$ cat config.mk
export PLATFORM = sky130hd
export DESIGN_NAME = hdlc_bit_framer
export DESIGN_NICKNAME = d
export VERILOG_FILES = /design/src/rtl/hdlc_pkg.sv /design/src/rtl/hdlc_stuffer.sv /design/src/rtl/hdlc_destuffer.sv /design/src/rtl/hdlc_bit_framer.sv
export SDC_FILE = /design/constraint.sdc
export NUM_CORES = 1
export LEC_CHECK = 0
export CORE_AREA = 2 2 66 68
export DETAILED_ROUTE_END_ITERATION = 8
export DIE_AREA = 0 0 68 70
export GPL_ROUTABILITY_DRIVEN = 0
export GPL_TIMING_DRIVEN = 0
export HOLD_SLACK_MARGIN = 0.05
export PLACE_DENSITY = 0.68
export SETUP_SLACK_MARGIN = 0.02
export SLEW_MARGIN = 30
export SYNTH_ARGS = -nofsm -noshare
export SYNTH_HDL_FRONTEND = slang
export SYNTH_SLANG_ARGS = --single-unit
export TNS_END_PERCENT = 100
$ cat constraint.sdc
create_clock -name clk -period 2.4 [get_ports clk]
set_input_delay 0.36 -clock clk [delete_from_list [all_inputs] [get_ports clk]]
set_output_delay 0.36 -clock clk [all_outputs]
set_load 0.02 [all_outputs]
$ cat src/rtl/hdlc_pkg.sv
package hdlc_pkg;

  typedef enum logic [1:0] {
    ST_IDLE,
    ST_OPEN,
    ST_DATA,
    ST_CLOSE
  } tx_state_e;

  // Delimiter: a zero, run_len+1 ones, a zero (length run_len+3).
  function automatic logic flag_bit(input int run_len, input int pos);
    return !(pos == 0 || pos == run_len + 2);
  endfunction

endpackage

$ cat src/rtl/hdlc_stuffer.sv
module hdlc_stuffer
  import hdlc_pkg::*;
#(
  parameter int RUN_LEN = 5
) (
  input  logic clk,
  input  logic rst,
  input  logic s_valid,
  output logic s_ready,
  input  logic s_bit,
  input  logic s_last,
  output logic ln_valid,
  input  logic ln_ready,
  output logic ln_bit
);

  localparam int FLAG_LEN = RUN_LEN + 3;
  localparam int CW       = $clog2(RUN_LEN + 1);
  localparam int IW       = $clog2(FLAG_LEN);

  tx_state_e       state;
  logic [CW-1:0]   ones;
  logic [IW-1:0]   idx;
  logic            close_pend;
  logic            ov, ob, ob_data;
  logic            adv, stuff, take;

  assign adv      = !ov || ln_ready;
  assign stuff    = (state == ST_DATA) && (ones == CW'(RUN_LEN));
  assign s_ready  = (state == ST_DATA) && adv && !stuff;
  assign take     = s_valid && s_ready;
  assign ln_valid = ov;
  assign ln_bit   = ob;

  always_ff @(posedge clk) begin
    if (rst) begin
      state      <= ST_IDLE;
      ones       <= '0;
      idx        <= '0;
      close_pend <= 1'b0;
      ov         <= 1'b0;
      ob         <= 1'b0;
      ob_data    <= 1'b0;
    end else if (adv) begin
      case (state)
        ST_IDLE: begin
          if (s_valid) begin
            ov      <= 1'b1;
            ob      <= flag_bit(RUN_LEN, 0);
            ob_data <= 1'b0;
            idx     <= IW'(1);
            state   <= ST_OPEN;
          end else begin
            ov <= 1'b0;
          end
        end
        ST_OPEN: begin
          ov      <= 1'b1;
          ob      <= flag_bit(RUN_LEN, int'(idx));
          ob_data <= 1'b0;
          ones    <= '0;
          if (idx == IW'(FLAG_LEN - 1)) begin
            idx   <= '0;
            state <= ST_DATA;
          end else begin
            idx <= idx + IW'(1);
          end
        end
        ST_DATA: begin
          if (stuff) begin
            ov      <= 1'b1;
            ob      <= 1'b0;
            ob_data <= 1'b1;
            ones    <= '0;
            if (close_pend) begin
              close_pend <= 1'b0;
              state      <= ST_CLOSE;
            end
          end else if (s_valid) begin
            ov      <= 1'b1;
            ob      <= s_bit;
            ob_data <= 1'b1;
            ones    <= s_bit ? ones + CW'(1) : '0;
            if (s_last) begin
              if (s_bit && ones == CW'(RUN_LEN - 1)) close_pend <= 1'b1;
              else                                   state      <= ST_CLOSE;
            end
          end else begin
            ov <= 1'b0;
          end
        end
        ST_CLOSE: begin
          ov      <= 1'b1;
          ob      <= flag_bit(RUN_LEN, int'(idx));
          ob_data <= 1'b0;
          if (idx == IW'(FLAG_LEN - 1)) begin
            idx   <= '0;
            state <= ST_IDLE;
          end else begin
            idx <= idx + IW'(1);
          end
        end
        default: state <= ST_IDLE;
      endcase
    end
  end

  // Run of payload ones actually handed to the line (flags excluded).
  logic [CW:0] line_run;
  always_ff @(posedge clk) begin
    if (rst)                line_run <= '0;
    else if (ov && ln_ready) line_run <= (ob_data && ob) ? line_run + (CW+1)'(1) : '0;
  end

  a_r5_no_long_run: assert property (@(posedge clk) disable iff (rst)
    line_run <= (CW+1)'(RUN_LEN));

  a_r2_stall_after_run: assert property (@(posedge clk) disable iff (rst)
    (take && s_bit && ones == CW'(RUN_LEN - 1)) |=> !s_ready);

  a_r11_hold_line: assert property (@(posedge clk) disable iff (rst)
    (ln_valid && !ln_ready) |=> (ln_valid && $stable(ln_bit)));

endmodule

$ cat src/rtl/hdlc_destuffer.sv
module hdlc_destuffer #(
  parameter int RUN_LEN = 5
) (
  input  logic clk,
  input  logic rst,
  input  logic rx_valid,
  input  logic rx_bit,
  output logic d_valid,
  output logic d_bit,
  output logic frame_start,
  output logic frame_end,
  output logic abort_err
);

  localparam int DEPTH = RUN_LEN + 3;
  localparam int CW    = $clog2(RUN_LEN + 3);

  logic [CW-1:0]    ones;
  logic [DEPTH-1:0] pbit, pkeep;
  logic             in_frame, got;
  logic             hit_flag, hit_stuff, hit_abort, out_keep, new_keep;

  assign hit_flag  = rx_valid && !rx_bit && (ones == CW'(RUN_LEN + 1));
  assign hit_stuff = rx_valid && !rx_bit && (ones == CW'(RUN_LEN));
  assign hit_abort = rx_valid &&  rx_bit && (ones == CW'(RUN_LEN + 1)) && in_frame;
  assign out_keep  = rx_valid && pkeep[DEPTH-1] && !hit_abort;
  assign new_keep  = in_frame && !hit_stuff && !hit_flag;

  always_ff @(posedge clk) begin
    if (rst) begin
      ones        <= '0;
      pbit        <= '0;
      pkeep       <= '0;
      in_frame    <= 1'b0;
      got         <= 1'b0;
      d_valid     <= 1'b0;
      d_bit       <= 1'b0;
      frame_start <= 1'b0;
      frame_end   <= 1'b0;
      abort_err   <= 1'b0;
    end else begin
      d_valid     <= out_keep;
      d_bit       <= pbit[DEPTH-1];
      frame_start <= out_keep && !got;
      frame_end   <= hit_flag && in_frame && (got || out_keep);
      abort_err   <= hit_abort;
      if (rx_valid) begin
        if (!rx_bit)                            ones <= '0;
        else if (ones != CW'(RUN_LEN + 2))      ones <= ones + CW'(1);
        pbit <= {pbit[DEPTH-2:0], rx_bit};
        if (hit_flag || hit_abort) pkeep <= '0;
        else                       pkeep <= {pkeep[DEPTH-2:0], new_keep};
        if (hit_flag) begin
          in_frame <= 1'b1;
          got      <= 1'b0;
        end else if (hit_abort) begin
          in_frame <= 1'b0;
          got      <= 1'b0;
        end else if (out_keep) begin
          got <= 1'b1;
        end
      end
    end
  end

  a_r8_start_has_data: assert property (@(posedge clk) disable iff (rst)
    frame_start |-> d_valid);

  a_r9_abort_silent: assert property (@(posedge clk) disable iff (rst)
    abort_err |=> (!d_valid && !frame_end));

  a_r8_end_spaced: assert property (@(posedge clk) disable iff (rst)
    frame_end |=> !frame_end);

endmodule

$ cat src/rtl/hdlc_bit_framer.sv
module hdlc_bit_framer #(
  parameter int RUN_LEN = 5
) (
  input  logic clk,
  input  logic rst,
  input  logic s_valid,
  output logic s_ready,
  input  logic s_bit,
  input  logic s_last,
  output logic ln_valid,
  input  logic ln_ready,
  output logic ln_bit,
  input  logic rx_valid,
  input  logic rx_bit,
  output logic d_valid,
  output logic d_bit,
  output logic frame_start,
  output logic frame_end,
  output logic abort_err
);

  hdlc_stuffer #(.RUN_LEN(RUN_LEN)) u_tx (
    .clk      (clk),
    .rst      (rst),
    .s_valid  (s_valid),
    .s_ready  (s_ready),
    .s_bit    (s_bit),
    .s_last   (s_last),
    .ln_valid (ln_valid),
    .ln_ready (ln_ready),
    .ln_bit   (ln_bit)
  );

  hdlc_destuffer #(.RUN_LEN(RUN_LEN)) u_rx (
    .clk         (clk),
    .rst         (rst),
    .rx_valid    (rx_valid),
    .rx_bit      (rx_bit),
    .d_valid     (d_valid),
    .d_bit       (d_bit),
    .frame_start (frame_start),
    .frame_end   (frame_end),
    .abort_err   (abort_err)
  );

endmodule

== After elaboration in Yosys (flattened, before gate mapping) ==
Index checks and enable logic that the tools add are counted.

* Bits of input ports: 8
* Register bits after elaboration: 37

* Eq/ne operators: 18
* Mux-type cells: 35
* Reduce and logical (&&, ||, !) cells: 47
* $add $sub $neg: 3

{| class="wikitable"
|+ Operators with widths
! operator !! number
|-
| $mux 3 || 7
|-
| $logic_and 1x1->1 || 17
|-
| $mux 2 || 8
|-
| $eq 3x3->1 const B || 5
|-
| $mux 1 || 14
|-
| $ne 3x2->1 const B || 4
|-
| $pmux 3 s2 || 2
|-
| $reduce_bool 2->1 || 6
|-
| $add 3x1->3 const B || 3
|-
| $reduce_and 3->1 || 3
|-
| $logic_not 1->1 || 8
|-
| $mux 8 || 1
|-
| $pmux 2 s4 || 1
|-
| $reduce_and 8->1 || 1
|-
| $ne 2x1->1 const B || 3
|-
| $pmux 1 s3 || 2
|-
| $reduce_and 2->1 || 3
|-
| $reduce_and 5->1 || 1
|-
| $eq 2x2->1 const B || 2
|-
| $logic_or 1x1->1 || 4
|-
| $eq 3x1->1 const B || 1
|-
| $logic_not 3->1 || 1
|-
| $ne 3x3->1 const B || 1
|-
| $reduce_bool 3->1 || 1
|-
| 4 further kinds || 4
|}

== Logic depth before layout (Yosys ltp) ==
Gate-level depths: netlist of the first run.

* Word-level depth: 8
* Depth in mapped cells: 6
* Depth with buffers taken out: 6

== Cells and area by module ==
Synthesis of the first run repeated with hierarchy kept, for this count alone.

* Cell total of the unflattened synthesis: 192
* Area total of the unflattened synthesis: 1795.5 um^2

{| class="wikitable"
|+ By module, submodules not included
! module !! seq. area each (um^2) !! cells each !! times used !! area an instance (um^2)
|-
| hdlc_destuffer || 520.5 || 105 || 1 || 1054.8
|-
| hdlc_stuffer || 220.2 || 87 || 1 || 740.7
|}

== Worst setup path before layout of the first run ==
Ideal clock, no wire load.

* Path type: register to register
* Start point: register u_tx.state[0]
* End point: register u_tx.state[0]
* Setup slack: 0.628 ns
* Arrival: 1.686 ns
* Library setup time: 0.086 ns
* Period minus slack after synthesis: 1.772 ns
* Cell stages (with the launch flop): 7
* Path through: dfxtp_1 -> inv_1 -> ha_1 -> a21bo_4 -> o21ai_2 -> or4_4 -> a221oi_2

* Longest elaborated chain between the ends: 4
* Elaborated cells on any way between the ends: 15
* Classes of those cells: eq/ne: 10; mux: 2; reduce/logical: 3

{| class="wikitable"
|+ RTL lines
! item !! RTL line !! text
|-
| from (decl) || hdlc_stuffer.sv:21 || <nowiki>tx_state_e state;</nowiki>
|-
| from (signal assigned) || hdlc_stuffer.sv:37 || <nowiki>state <= ST_IDLE;</nowiki>
|-
| from (signal assigned) || hdlc_stuffer.sv:52 || <nowiki>state <= ST_OPEN;</nowiki>
|-
| from (signal assigned) || hdlc_stuffer.sv:64 || <nowiki>state <= ST_DATA;</nowiki>
|-
| $eq 2x2->1 || hdlc_stuffer.sv:29, hdlc_stuffer.sv:45 ||
|-
| $logic_and 1x1->1 || hdlc_stuffer.sv:29 || <nowiki>assign stuff = (state == ST_DATA) && (ones == CW'(RUN_LEN));</nowiki>
|-
| $ne 3x2->1 (no line) / $mux 2 (equally long branches) || - ||
|-
| $reduce_and 8->1 (no line) / $pmux 2 s4 (equally long branches) || - ||
|}

Several ways; a longest one is shown, not always the timed one.
A chain may end at the register's enable or synchronous reset.

== Worst setup path in the final report of the first run ==
* Start point: register u_tx.state[0]
* End point: output port s_ready

* Longest elaborated chain between the ends: 4
* Elaborated cells on any way between the ends: 5
* Classes of those cells: eq/ne: 1; reduce/logical: 4

{| class="wikitable"
|+ RTL lines
! item !! RTL line !! text
|-
| $eq 2x2->1 * || hdlc_stuffer.sv:29, hdlc_stuffer.sv:30 ||
|-
| $logic_and 1x1->1 || hdlc_stuffer.sv:29 ||
|-
| $logic_not 1->1 || hdlc_stuffer.sv:30 || <nowiki>assign s_ready = (state == ST_DATA) && adv && !stuff;</nowiki>
|-
| $logic_and 1x1->1 * || hdlc_stuffer.sv:30 ||
|-
| to (decl) || hdlc_bit_framer.sv:7 || <nowiki>output logic s_ready,</nowiki>
|}

Every way passes the cells marked *; elsewhere a longest branch is shown, timed or not.

==> run metrics, run 1 <==
DRC viols 0; Initial DRC Count between 50 and 60; minimum clock period about 2000 ps; post-synth cell types 40; root buf cell clkbuf_8; proportion of synthesized chip area in sequential cells a little over two fifths; final hold violation count 0; clock buffer depth 2; Rows 24; status finished clean; M3 GR Usage between 4 and 5%; synthesized area per cell a little over 9 µm²; io pins 16; Worst Hold Class in2reg; CP arrival 1620 ps; Hold Buf Count CTS 0; yosys warns 0; Post-CTS Setup Inserts 0; setup violators final 0; clk_lat worst skew ~280 ps; leakage power total 0.843 nW; dominant cell type by area after synthesis dfxtp_1; final WL about 3200 µm; Setup Skew about 2.4 ps; htree depth 2; CTS buffer count 5; share of layout cells above drive strength 1 about 8%; Filler Cell Count 417; TNS Setup 0 ps; GR peak layer met2; final antenna-violating net count 0; vias ~1400; drt pass-1 iters 4; Slew HR 58.5%; Clk pin slew, worst setup/hold paths around 70 ps; Initial Utilization 42.1%; post-synthesis instance area ~1700 µm²; Total Routing Usage GR about 16%; antenna cell count 0; horizontal die dimension 68 µm; Nets between 200 and 250; Required @ worst endpoint approximately 2000 ps; Non-Filler Instances around 260; CTS tree done; Startpoint Class register; die height about 70 µm; Area contributors post-synth dfxtp_1 (42%), ha_1 (11%), mux2i_1 (9.2%); HPWL Detailed about 2300 µm; CP Class reg2out; PortBufs 14; CTS Sinks 37; core area around 4100 µm²; post-synth top area share a little over two fifths; Synth Instances 190; worst-path maximum fanout 5; Placed Instances ~260; total grt overflow 0; crit end category output pin; Die ar. between 4000 and 5000 µm²; final period utilization between 80% and 90%; GR Util met1 19.6%; flops & latches, synth 37; f_max just over 0.5 GHz; Peak supply drop 391 µV; maximum capacitance violations 0; Reg2Reg Depth 6; RSZ-0062 raised after global routing false; Final Util 49.6%; Cell Pwr Density about 800 nW/µm²; Hold Path Depth 2; wire length per cell 12.0 µm; Vias/cell a little over 5; syn_nets approximately 210; Worst-Margin Slew a little over 600 ps; Slew Viols, Final 0; area grow syn2layout 17.9%; largest net degree at the start of global routing 12; vias in the first global route 1316; first-pass GRT wire length between 5000 and 6000 µm; initial antenna violation count 0; met2 GRT Util about 25%
-- worst paths after layout --
| check | from | endpoint | slack, ps |
|---|---|---|---|
| worst max-delay path | u_tx.state[0] | s_ready | 420 |
| worst min-delay path | rst | u_tx.state[0] | 290 |
| worst max register to register | u_tx.state[1] | u_tx.state[0] | 470 |
| worst min register to register | u_tx.ln_bit | u_tx.ln_bit | 460 |
-- metrics by stage --
stage	instance area (µm²)	setup slack, ps	power, mW	hold slack (ps)
after CTS	2050	38.4	1.67	289
after global routing	2050	316	1.78	291
after floorplan	1740	628	1.07	423
after detailed placement	1950	176	1.20	454
final	2050	424	1.67	290
after global placement	1950	170	1.19	451
-- synth_stat cells --
cell type / n
dfxtp_1: 37
nor2_1: 28
a21oi_1: 16
mux2i_1: 16
ha_1: 15
inv_1: 13
nand2_1: 11
o21ai_0: 7
nor3_1: 5
nand3_1: 4
nand2b_1: 3
or3_1: 3
buf_1: 2
clkbuf_1: 2
nor2b_1: 2
o211ai_1: 2
a2111oi_0: 1
a211o_1: 1
a211oi_1: 1
a21bo_4: 1
a21boi_0: 1
a21o_1: 1
a221oi_2: 1
a22oi_1: 1
a32o_1: 1
and2_1: 1
and3_2: 1
and4_1: 1
clkbuf_8: 1
nand2_4: 1
nand2b_2: 1
nand4_1: 1
nand4b_1: 1
nor3b_1: 1
o2111ai_1: 1
o21ai_1: 1
o21ai_2: 1
o21bai_1: 1
or4_4: 1
or4b_1: 1
-- sequential cells by signal, summed over array words and instances, names as in the netlist, 2 cells and up --
register and count:
u_rx.ones 3, u_rx.pbit 8, u_rx.pkeep 8, u_tx.idx 3, u_tx.ones 3, u_tx.state 2
-- cells by family (layout without fill, tap and decap cells) --
family | Yosys count | after routing | share of synthesized area, %
mux | 16 | 16 | 9.19
flops | 37 | 37 | 42.5
simple gates | 66 | 66 | 18.8
compound gates | 38 | 38 | 14.3
fa+ha+maj | 15 | 15 | 10.8
buf+inv | 18 | 40 | 4.45
-- routing by layer --
metal  share of wire (%)  vias to the layer above
met3                 3.5                        8
met2                  47                       16
met4                 1.9                        0
met5                   0                        -
li1                    -                      700
met1                  48                      629
-- report_power, final --
part,total [mW],switching (mW),leakage (nW),internal [mW]
registers,0.680,0.0288,0.299,0.651
clock network,0.474,0.215,0.0542,0.259
logic,0.515,0.295,0.490,0.220
total,1.67,0.538,0.843,1.13
-- worst max-delay path, cell delays in order (launching register included) --
cell            delay [ps]
dfxtp_1                330
inv_1                  160
ha_2                   250
a21boi_0               230
and2_1                 150
dlymetal6s2s_1         210
-- area by class of cell --
type / count / area [µm²] / share of cell area, %
timing repair buffer: 14 / 143 / 6.94
buffer: 5 / 28.8 / 1.40
inverter: 13 / 48.8 / 2.38
multi-input combinational: 135 / 927 / 45.1
sequential: 37 / 741 / 36.1
clock buffer: 7 / 96.3 / 4.69
clock inverter: 1 / 5.00 / 0.244
tap: 52 / 65.1 / 3.17
-- what timing repair did --
item / in CTS / in global routing
endpoints found under the hold margin: 0 / 0
gates resized for setup: 1 / 1
setup endpoints to repair: 1 / 1
-- placed cells by master (no fill, tap or decap), types with 2 or more instances in the layout --
cell type,count
o21ai_0,7
nor2_1,28
o211ai_1,2
or3_1,3
mux2i_1,16
nor3_1,5
buf_1,2
clkbuf_8,8
clkbuf_1,2
ha_1,14
clkdlybuf4s50_1,13
nor2b_1,2
nand3_1,4
inv_1,13
nand2_1,11
nand2b_1,3
dfxtp_1,37
a21oi_1,16
No activity file was read; power rests on OpenSTA's default activity.
==> inputs of run 2 (changes only) <==
==> constraint.sdc (replaced) <==
create_clock -name clk -period 1.9 [get_ports clk]
set_input_delay 0.285 -clock clk [delete_from_list [all_inputs] [get_ports clk]]
set_output_delay 0.285 -clock clk [all_outputs]
set_load 0.02 [all_outputs]
==> run 2 against run 1 <==
Combinational power increased by 31%; sequential cell count unchanged; global-route usage unchanged; worst hold slack got worse by 84 ps; worst setup slack got worse by 310 ps; utilization increased by 0.36 points; sequential power increased by 27%.
==> run metrics, run 2 (synthesized netlist as in run 1, its figures left out) <==
Startpoint Class register; TNS Setup 0 ps; area grow syn2layout 18.7%; PortBufs 14; Total Routing Usage GR 15.7%; CTS tree done; Die ar. 4760 µm²; leading cell type in the layout, fill and taps excluded dfxtp_1; Required @ worst endpoint between 2000 and 2500 ps; Slew HR 58.5%; slowest library cell on the worst path or4_4; drt pass-1 iters 4; Vias/cell roughly 5; io pins 16; CTS buffer count 5; worst hold margin between 200 and 250 ps; Setup Skew approximately 2 ps; vias approximately 1400; CTS Sinks 37; Cell Pwr Density 1030 nW/µm²; minimum clock period 1780 ps; Initial Utilization between 40% and 50%; final WL approximately 3200 µm; final hold violation count 0; share of layout cells above drive strength 1 11.3%; r2r setup slk about 120 ps; Total Power approximately 2.1 mW; setup violators final 0; initial antenna violation count 0; clk_lat worst skew 290 ps; first-pass GRT wire length roughly 5700 µm; root buf cell clkbuf_8; HPWL Detailed around 2300 µm; biggest regs u_rx.pbit: 8 flops, u_rx.pkeep: 8 flops; final antenna-violating net count 0; Worst Hold Class in2reg; Bufs and invs on worst path 0; total grt overflow 0; highest-count cells in the layout ignoring fill and taps dfxtp_1 (35), nor2_1 (27), mux2i_1 (16), a21oi_1 (16); worst path cell trace ha_2 -> a21bo_4 -> o21ai_2 -> or4_4 -> a221oi_2; Initial DRC Count 89; Clk pin slew, worst setup/hold paths approximately 70 ps; CP Class reg2reg; antenna cell count 0; crit end category register; clock buffer depth 2; status finished clean; htree depth 2; core area 4140 µm²; Post-CTS Setup Inserts 0; family with the most delay on the worst path simple AND/OR/NAND/NOR gates; wire length per cell 12.3 µm; Slew Viols, Final 0; leakage power total between 0.8 and 0.9 nW; Worst-Margin Slew 623 ps; vias in the first global route between 1000 and 1500; maximum capacitance violations 0; worst-path maximum fanout 5; RSZ-0062 raised after global routing false; Nets ~230; largest net degree at the start of global routing 12; die height roughly 70 µm; f_max between 0.5 and 0.6 GHz; DRC viols 0; final period utilization a little over nine tenths; CP arrival slightly below 2000 ps; Rows 24; horizontal die dimension 68 µm; CP peak stage delay ~550 ps; Peak supply drop 494 µV
-- run 2: report_power, final --
part / internal, mW / switching [mW] / total, mW
registers: 0.826 / 0.0380 / 0.864
clock network: 0.328 / 0.273 / 0.601
logic: 0.289 / 0.384 / 0.673
total: 1.44 / 0.695 / 2.14
-- run 2: timing repair --
item / 4_1_cts / 5_1_grt
resized for setup: 6 / 6
endpoints found under the setup margin: 2 / 2
hold buffers: 0 / 0
gates cloned: 0 / 0
-- run 2: through the flow --
step | setup WS (ps) | cell area [µm²] | util (%) | cells
after global routing | 32.3 | 2070 | 49.9 | 264
after detailed placement | -174 | 1950 | 47.0 | 256
after floorplan | 128 | 1740 | - | 190
after global placement | -180 | 1950 | 47.0 | 256
final | 115 | 2070 | 49.9 | 264
after CTS | 8.60 | 2060 | 49.6 | 264
-- run 2: final timing paths --
kind | cells after the start | start | to
max | 5 | u_tx.ones[0] | u_tx.state[0]
min | 2 | rst | u_tx.state[0]
max reg2reg | 5 | u_tx.ones[0] | u_tx.state[0]
min reg2reg | 2 | u_tx.ln_bit | u_tx.ln_bit
-- run 2: layout make-up --
class	count	area [µm²]
fillers	413	2070
well taps	52	65.1
clock buffers	7	96.3
multi-input cells	135	941
flip-flops and latches	37	743
clock inverters	1	5.00
plain buffers	5	28.8
repair buffers	14	141
inverters	13	48.8
-- run 2: routing by layer --
metal	track usage, %	routed length [µm]
met5	0	0
met1	19.6	1510
met2	25.0	1560
met3	4.03	115
met4	6.67	67
==> inputs of run 3 (changes only) <==
--- a/config.mk
+++ b/config.mk
@@ -17,4 +17,4 @@
 export SYNTH_ARGS = -nofsm -noshare
 export SYNTH_HDL_FRONTEND = slang
 export SYNTH_SLANG_ARGS = --single-unit
-export TNS_END_PERCENT = 100
+export TNS_END_PERCENT = 1
==> run 3 against run 2 <==
Register-to-register slack worse by 40 ps; cell count did not move; sequential share of layout area decreased by 0.078 points; worst hold slack gained 8.3 ps; largest cell class unchanged; largest power group unchanged; highest routed layer unchanged.
==> run metrics, run 3 (synthesized netlist as in run 1, its figures left out) <==
status finished clean; Required @ worst endpoint approximately 2100 ps; CTS buffer count 5; total grt overflow 0; Initial DRC Count 46; antenna cell count 0; wire length per cell 12.3 µm; dpl ws -174 ps; CTS Sinks 37; Initial Utilization a little over two fifths; final period utilization 95.8%; leading cell type in the layout, fill and taps excluded dfxtp_1; CP arrival between 2000 and 2500 ps; io pins 16; vias between 1000 and 1500; Rows 24; core area around 4100 µm²; horizontal die dimension 68 µm; Hold Buf Count CTS 0; drt pass-1 iters 5; Setup Skew 2.07 ps; final hold violation count 0; biggest regs u_rx.pbit: 8 flops, u_rx.pkeep: 8 flops; DRC viols 0; root buf cell clkbuf_8; final antenna-violating net count 0; HPWL Detailed 2320 µm; worst r2r dst u_tx.state[0]; Worst Hold Class in2reg; worst r2r src u_tx.state[0]; clk_lat worst skew 290 ps; RSZ-0062 raised after global routing true; CTS tree done; minimum clock period ~1800 ps; launch point of the worst hold path rst; Die ar. 4760 µm²; Clk pin slew, worst setup/hold paths 70 ps; leakage power total roughly 0.83 nW; initial antenna violation count 0; crit end category register; Worst-Margin Slew 627 ps; PortBufs 14; highest-count cells in the layout ignoring fill and taps dfxtp_1 (37), nor2_1 (27), mux2i_1 (16), a21oi_1 (16); worst-path maximum fanout 5; Nets around 230; Startpoint Class register; PnR worst setup slack 79.5 ps; CTS resizes 6; Worst Hold Path EP u_tx.state[0]; clock buffer depth 2; Peak supply drop roughly 500 µV; final WL roughly 3200 µm; share of layout cells above drive strength 1 between 10% and 20%; Post-CTS Setup Inserts 0; die height roughly 70 µm; htree depth 2; r2r setup slk roughly 80 ps; Placed Instances approximately 260; Cell Pwr Density 1030 nW/µm²; Hold Path Depth 2; area grow syn2layout 18.6%; Slew Viols, Final 0; Reg2Reg Depth 6; maximum capacitance violations 0; Vias/cell 5.17; first-pass GRT wire length approximately 5700 µm; Non-Filler Instances approximately 260; setup violators final 0; largest net degree at the start of global routing 12; f_max about 0.55 GHz; Total Routing Usage GR between 10% and 20%; Slew HR approximately three fifths; vias in the first global route 1316; CP Class reg2reg
==> run 3: worst max-delay path by stage <==
| stage | slack, ps | endpoint | startpoint | cells after the start |
|---|---|---|---|---|
| after global placement | -180 | s_ready | ln_ready | 4 |
| final | 80 | u_tx.state[0] | u_tx.state[0] | 6 |
| after detailed placement | -170 | s_ready | ln_ready | 4 |
| after CTS | 9 | s_ready | u_tx.state[0] | 5 |
| after global routing | 0.5 | u_tx.state[0] | u_tx.state[1] | 6 |
| after floorplan | 130 | u_tx.state[0] | u_tx.state[0] | 6 |
==> run 3: where the power goes <==
group	leakage, nW	switching (mW)	total (mW)	internal (mW)
logic	0.475	0.384	0.672	0.289
registers	0.299	0.0381	0.860	0.822
clock network	0.0542	0.272	0.600	0.328
total	0.828	0.694	2.13	1.44
==> run 3: final cells by class <==
| class | instances | area (µm²) |
|---|---|---|
| fill | 415 | 2080 |
| multi-input combinational | 135 | 941 |
| sequential | 37 | 741 |
| timing repair buffer | 14 | 141 |
| clock buffer | 7 | 96.3 |
| tap | 52 | 65.1 |
| inverter | 13 | 48.8 |
| buffer | 5 | 28.8 |
| clock inverter | 1 | 5.00 |
==> run 3: routing by layer <==
metal,GRT usage [%],share of wire [%],routed length (µm),vias up
met5,0,0,0,-
met4,6.67,2.0,64,0
met3,4.03,3.4,111,8
met1,19.6,46,1510,639
met2,25.0,48,1560,19
li1,-,-,-,699
==> run 3: stage by stage <==
stage	TNS [ps]	power (mW)	area, µm²	hold WS [ps]	utilization [%]
finish	0	2.13	2070	214	49.9
global route	0	2.27	2070	216	49.9
CTS	0	2.12	2060	214	49.6
detailed placement	-393	1.51	1950	454	47.0
global placement	-403	1.50	1950	451	47.0
floorplan	0	1.35	1740	375	-
==> run 3: worst max-delay path, cell delays in order, from the launching register on <==
cell	delay, ps
dfxtp_1	380
inv_2	80
ha_2	220
a21bo_4	200
o21ai_2	50
or4_4	550
a221oi_2	260
